$ cat config.mk
export PLATFORM = sky130hd
export DESIGN_NAME = pwm_brk_oectl
export DESIGN_NICKNAME = d
export VERILOG_FILES = /design/src/rtl/pwm_brk_pkg.sv /design/src/rtl/pwm_brk_qual.sv /design/src/rtl/pwm_brk_menable.sv /design/src/rtl/pwm_brk_pairdrv.sv /design/src/rtl/pwm_brk_oectl.sv
export SDC_FILE = /design/constraint.sdc
export NUM_CORES = 1
export LEC_CHECK = 0
export BUFFER_PORTS_ARGS = -buffer_cell sky130_fd_sc_hd__buf_2
export CAP_MARGIN = 20
export CORE_AREA = 2 2 39 41
export DETAILED_ROUTE_END_ITERATION = 8
export DIE_AREA = 0 0 41 43
export GPL_ROUTABILITY_DRIVEN = 0
export GPL_TIMING_DRIVEN = 0
export PLACE_DENSITY_LB_ADDON = 0.3
export SLEW_MARGIN = 20
export SYNTH_ARGS = -nofsm -noshare
export SYNTH_HDL_FRONTEND = slang
export SYNTH_SLANG_ARGS = --single-unit
$ cat constraint.sdc
create_clock -name clk -period 1 [get_ports clk]
set_input_delay 0.05 -clock clk [delete_from_list [all_inputs] [get_ports clk]]
set_output_delay 0.05 -clock clk [all_outputs]
set_load 0.01 [all_outputs]
$ cat src/rtl/pwm_brk_pkg.sv
package pwm_brk_pkg;

  localparam int LEGS_PER_PAIR = 2;
  localparam int LEG_MAIN = 0;
  localparam int LEG_COMP = 1;

  typedef enum logic [1:0] {
    LEG_RELEASED = 2'd0,
    LEG_PARKED   = 2'd1,
    LEG_IDLING   = 2'd2,
    LEG_RUNNING  = 2'd3
  } leg_mode_e;

  typedef struct packed {
    logic lvl;
    logic oe;
  } leg_drv_t;

  function automatic leg_drv_t drv_of_mode(leg_mode_e m, logic ref_lvl, logic idle_lvl);
    leg_drv_t d;
    case (m)
      LEG_RUNNING: begin d.oe = 1'b1; d.lvl = ref_lvl;  end
      LEG_IDLING:  begin d.oe = 1'b1; d.lvl = idle_lvl; end
      LEG_PARKED:  begin d.oe = 1'b1; d.lvl = 1'b0;     end
      default:     begin d.oe = 1'b0; d.lvl = 1'b0;     end
    endcase
    return d;
  endfunction

endpackage

$ cat src/rtl/pwm_brk_qual.sv
module pwm_brk_qual (
  input  logic brk_en,
  input  logic brk_pol,
  input  logic brk_disarm,
  input  logic brk_in,
  output logic brk_act
);
  logic level_hit;

  always_comb begin
    level_hit = (brk_in == brk_pol);
    brk_act   = brk_en & ~brk_disarm & level_hit;
  end
endmodule

$ cat src/rtl/pwm_brk_menable.sv
module pwm_brk_menable (
  input  logic clk,
  input  logic rst_n,
  input  logic brk_act,
  input  logic sw_set,
  input  logic sw_clr,
  input  logic auto_en,
  input  logic upd_evt,
  output logic main_en
);
  logic me_q;
  logic me_d;
  logic auto_hit;

  always_comb begin
    auto_hit = auto_en & upd_evt;
    me_d     = me_q;
    if (brk_act)               me_d = 1'b0;
    else if (sw_clr)           me_d = 1'b0;
    else if (sw_set | auto_hit) me_d = 1'b1;
  end

  always_ff @(posedge clk or negedge rst_n) begin
    if (!rst_n) me_q <= 1'b0;
    else        me_q <= me_d;
  end

  assign main_en = me_q;
endmodule

$ cat src/rtl/pwm_brk_pairdrv.sv
module pwm_brk_pairdrv
  import pwm_brk_pkg::*;
(
  input  logic                     main_en,
  input  logic                     offsel_run,
  input  logic                     offsel_idle,
  input  logic [LEGS_PER_PAIR-1:0] ref_lvl,
  input  logic [LEGS_PER_PAIR-1:0] leg_en,
  input  logic [LEGS_PER_PAIR-1:0] idle_lvl,
  output logic [LEGS_PER_PAIR-1:0] pad_lvl,
  output logic [LEGS_PER_PAIR-1:0] pad_oe
);
  logic pair_any;
  assign pair_any = |leg_en;

  for (genvar k = 0; k < LEGS_PER_PAIR; k++) begin : g_leg
    leg_mode_e mode;
    leg_drv_t  drv;

    always_comb begin
      if (main_en) begin
        if (leg_en[k])                    mode = LEG_RUNNING;
        else if (offsel_run && pair_any)  mode = LEG_PARKED;
        else                              mode = LEG_RELEASED;
      end else begin
        if (offsel_idle && pair_any)      mode = LEG_IDLING;
        else                              mode = LEG_RELEASED;
      end
      drv = drv_of_mode(mode, ref_lvl[k], idle_lvl[k]);
    end

    assign pad_lvl[k] = drv.lvl;
    assign pad_oe[k]  = drv.oe;
  end
endmodule

$ cat src/rtl/pwm_brk_oectl.sv
module pwm_brk_oectl
  import pwm_brk_pkg::*;
#(
  parameter int NPAIR = 2
) (
  input  logic             clk,
  input  logic             rst_n,
  input  logic [NPAIR-1:0] ref_main,
  input  logic [NPAIR-1:0] ref_comp,
  input  logic [NPAIR-1:0] en_main,
  input  logic [NPAIR-1:0] en_comp,
  input  logic [NPAIR-1:0] idle_main,
  input  logic [NPAIR-1:0] idle_comp,
  input  logic             offsel_run,
  input  logic             offsel_idle,
  input  logic             brk_en,
  input  logic             brk_pol,
  input  logic             brk_disarm,
  input  logic             brk_in,
  input  logic             auto_en,
  input  logic             upd_evt,
  input  logic             sw_set,
  input  logic             sw_clr,
  output logic             main_en,
  output logic [NPAIR-1:0] lvl_main,
  output logic [NPAIR-1:0] lvl_comp,
  output logic [NPAIR-1:0] oe_main,
  output logic [NPAIR-1:0] oe_comp
);
  logic brk_act;

  pwm_brk_qual u_qual (
    .brk_en     (brk_en),
    .brk_pol    (brk_pol),
    .brk_disarm (brk_disarm),
    .brk_in     (brk_in),
    .brk_act    (brk_act)
  );

  pwm_brk_menable u_men (
    .clk     (clk),
    .rst_n   (rst_n),
    .brk_act (brk_act),
    .sw_set  (sw_set),
    .sw_clr  (sw_clr),
    .auto_en (auto_en),
    .upd_evt (upd_evt),
    .main_en (main_en)
  );

  for (genvar p = 0; p < NPAIR; p++) begin : g_pair
    logic [LEGS_PER_PAIR-1:0] pl;
    logic [LEGS_PER_PAIR-1:0] po;

    pwm_brk_pairdrv u_drv (
      .main_en     (main_en),
      .offsel_run  (offsel_run),
      .offsel_idle (offsel_idle),
      .ref_lvl     ({ref_comp[p],  ref_main[p]}),
      .leg_en      ({en_comp[p],   en_main[p]}),
      .idle_lvl    ({idle_comp[p], idle_main[p]}),
      .pad_lvl     (pl),
      .pad_oe      (po)
    );

    assign lvl_main[p] = pl[LEG_MAIN];
    assign lvl_comp[p] = pl[LEG_COMP];
    assign oe_main[p]  = po[LEG_MAIN];
    assign oe_comp[p]  = po[LEG_COMP];
  end
endmodule

==> metrics.log <==
[metrics] run status: finished, final reports clean
[metrics] register bit count reported by yosys: 1
[metrics] Comb power frac: 0.787
[metrics] Worst Setup Start Kind: flip-flop
[metrics] number of placed cells counting well taps: 78
[metrics] data arrival time at the worst-slack endpoint: 860 ps
[metrics] final wirelength: 701 um
[metrics] distinct cell type count of the synthesized netlist: 15
[metrics] Fmax: 1100 MHz
[metrics] nets in the synthesized netlist: 54
[metrics] Chip Height: 43 um
[metrics] CP endpoint kind: output pin
[metrics] setup bufs post-CTS: 0
[metrics] Initial Util: 0.141
[metrics] clock transition at the register clock pins on the worst setup and hold paths after CTS: 0 ps
[metrics] Finished Cell Area: 393 um2
[metrics] share of synthesized flip-flops with an asynchronous set or reset: 1.00
[metrics] worst-path cell chain: buf_6, o21ai_0, buf_2
[metrics] main flop type after synthesis: sky130_fd_sc_hd__dfrtp_1
[metrics] via count of the routed design: 332
[metrics] global-route wire length before repair: 972 um
[metrics] detail-routed via count per cell: 4.20
[metrics] detailed-route wire length per cell: 8.87 um
[metrics] Setup TNS Final: 0 ps
[metrics] antenna fix cells: 0
[metrics] post-synthesis sequential area ratio: 0.128
[metrics] Final Slew Violations: 0
[metrics] total power per unit cell area: 569 nW/um2
[metrics] DRC marker count from the first detailed-route iteration: 1
[metrics] Remaining DRCs: 0
[metrics] dominant cell by count in the synthesized netlist: sky130_fd_sc_hd__nor2_1
[metrics] via count of the first global-routing pass: 260
[metrics] initial antenna violation count: 0
[metrics] final worst-path cycle share: 0.910
[metrics] floorplan die width: 41 um
[metrics] DRT Pass-1 Iters: 2
[metrics] Final Skew: 0 ps
[metrics] max FFs per register: 1
[metrics] total routing usage reported by global routing: 0.0750
[metrics] required time of the worst setup path: 950 ps
[metrics] largest fanout on the critical path: 10
[metrics] cell internal pwr: 0.000134 W
[metrics] mapped cell area: 195 um2
[metrics] measured slew at the worst slew-check pin: 187 ps
[metrics] synthesized area per cell: 6.51 um2
[metrics] part of the total power dissipated in sequential elements: 0.213
[metrics] share of total power consumed by net switching: 0.401
[metrics] count of flip-flops with a built-in enable after synthesis: 0
[metrics] number of buffers inserted by port buffering: 32
[metrics] min Tclk post-route: 910 ps
[metrics] share of synthesized area spent on multiplexers: 0
[metrics] instance area after placement: 375 um2
[metrics] final layout net count: 89
[metrics] leading cell types by count after synthesis: sky130_fd_sc_hd__nor2_1 (5), sky130_fd_sc_hd__a21oi_1 (4), sky130_fd_sc_hd__nand3_1 (4)
[metrics] Final Setup Violations: 0
[metrics] Max Cap Violations: 0
[metrics] share of the synthesized area in the top cell type: 0.128
[metrics] post-synthesis xor/xnor area fraction: 0.0449
[metrics] Cell Rows: 14
[metrics] worst rel slew slack: 0.875
[metrics] pin count of the biggest net entering global routing: 11
[metrics] post-synthesis cell type with the largest combined area: sky130_fd_sc_hd__dfrtp_1
[metrics] post-synthesis adder-cell area fraction: 0
[metrics] cells after synthesis: 30
[metrics] leak pwr: 0.209 nW
[metrics] number of hold violations in the final report: 0
[metrics] Synth Warn #: 0
[metrics] Die Outline Area: 1760 um2
[metrics] net switching power figure: 0.0000898 W
[metrics] count of buffer and inverter cells on the critical path: 2
[metrics] top cell family by delay on the critical path: flip-flops
[metrics] largest family of logic cells by synthesized area: compound AO/OA/AOI/OAI gates
[metrics] simple logic cell fraction of the synthesized area: 0.288
[metrics] Core Region: 1380 um2
[metrics] latest clock arrival within the worst-skew pair: 0 ps
[metrics] proportion of layout cells with a drive suffix above 1: 0.571
[metrics] clock share of power: 0
[metrics] Setup Crit Path Kind: flip-flop to output pin
[metrics] total gr overflow: 0
[metrics] share of the synthesized area in compound gates (AO/OA/AOI/OAI): 0.442
[metrics] number of non-filler instances in the completed layout: 79
[metrics] IO Pins: 33
[metrics] synthesis-to-finish area growth: 101%
[metrics] crit-path max cell delay: 380 ps
[metrics] Synth area leaders: sky130_fd_sc_hd__dfrtp_1 (13%), sky130_fd_sc_hd__a21oi_1 (10%), sky130_fd_sc_hd__nand3_1 (10%)
[metrics] maximum resistive drop on vdd: 0.256 mV
[metrics] remaining antenna violation count: 0
[metrics] critical-path cell with the highest stage delay: sky130_fd_sc_hd__dfrtp_1
[metrics] setup repair after global routing missed its margin: no
[metrics] kind of path behind the tightest hold check: input pin to flip-flop
==> placed cells by master, fill, tap and decap left out, drive strengths merged, types with 2 or more instances in the layout <==
master	Yosys	final
o21ai	3	3
nand3	4	4
nand2	3	3
nor2	5	5
buf	1	33
a21oi	4	4
inv	2	2
==> logic make-up after synthesis <==
logic type	Yosys count
buffers and inverters	3
AND/OR/NAND/NOR	13
AO/OA/AOI/OAI	12
XOR/XNOR	1
flip-flops	1
==> final cells by class <==
class,instances,area (um2)
plain buffers,1,11.3
fillers,154,991
inverters,2,7.51
multi-input cells,26,159
flip-flops and latches,1,25.0
well taps,16,20.0
repair buffers,33,170
==> per-layer routing <==
metal	GRT usage	up-vias	part of all wire
met1	0.0984	128	0.44
met3	0.0105	0	0.12
met2	0.131	26	0.44
li1	-	178	-
met4	0	0	0
met5	0	-	0
==> final timing paths <==
path | startpoint | cells after the start | slack [ps] | endpoint
max | u_men.main_en | 3 | 90 | lvl_main[0]
min | sw_clr | 2 | 210 | u_men.main_en
max reg2reg | u_men.main_en | 3 | 100 | u_men.main_en
min reg2reg | u_men.main_en | 3 | 810 | u_men.main_en
max in group asynchronous | rst_n | 2 | 540 | u_men.main_en
min in group asynchronous | rst_n | 2 | 370 | u_men.main_en
==> repair_timing <==
item,CTS,global route
hold endpoints to repair,1,0
resized for setup,1,1
hold buffers,1,0
setup endpoints to repair,4,4
==> per-stage QoR <==
step / util / hold WS (ps) / total power [W] / setup WS [ps]
3_5_place_dp: 0.271 / -174 / 0.000218 / -28.3
3_3_place_gp: 0.271 / -174 / 0.000216 / -19.2
4_1_cts: 0.280 / 214 / 0.000224 / 40.3
5_1_grt: 0.284 / 217 / 0.000244 / 38.7
2_1_floorplan: - / -246 / 0.000126 / 94.9
6_report: 0.284 / 211 / 0.000224 / 90.4
==> power by group through the flow <==
stage                     logic (W)  clock network, W  registers (W)
after detailed placement   0.000170                 0      0.0000479
after global placement     0.000168                 0      0.0000479
after global routing       0.000196                 0      0.0000480
after CTS                  0.000176                 0      0.0000479
after floorplan           0.0000762                 0      0.0000494
final                      0.000176                 0      0.0000476
Power figures use the tool's default switching activity.
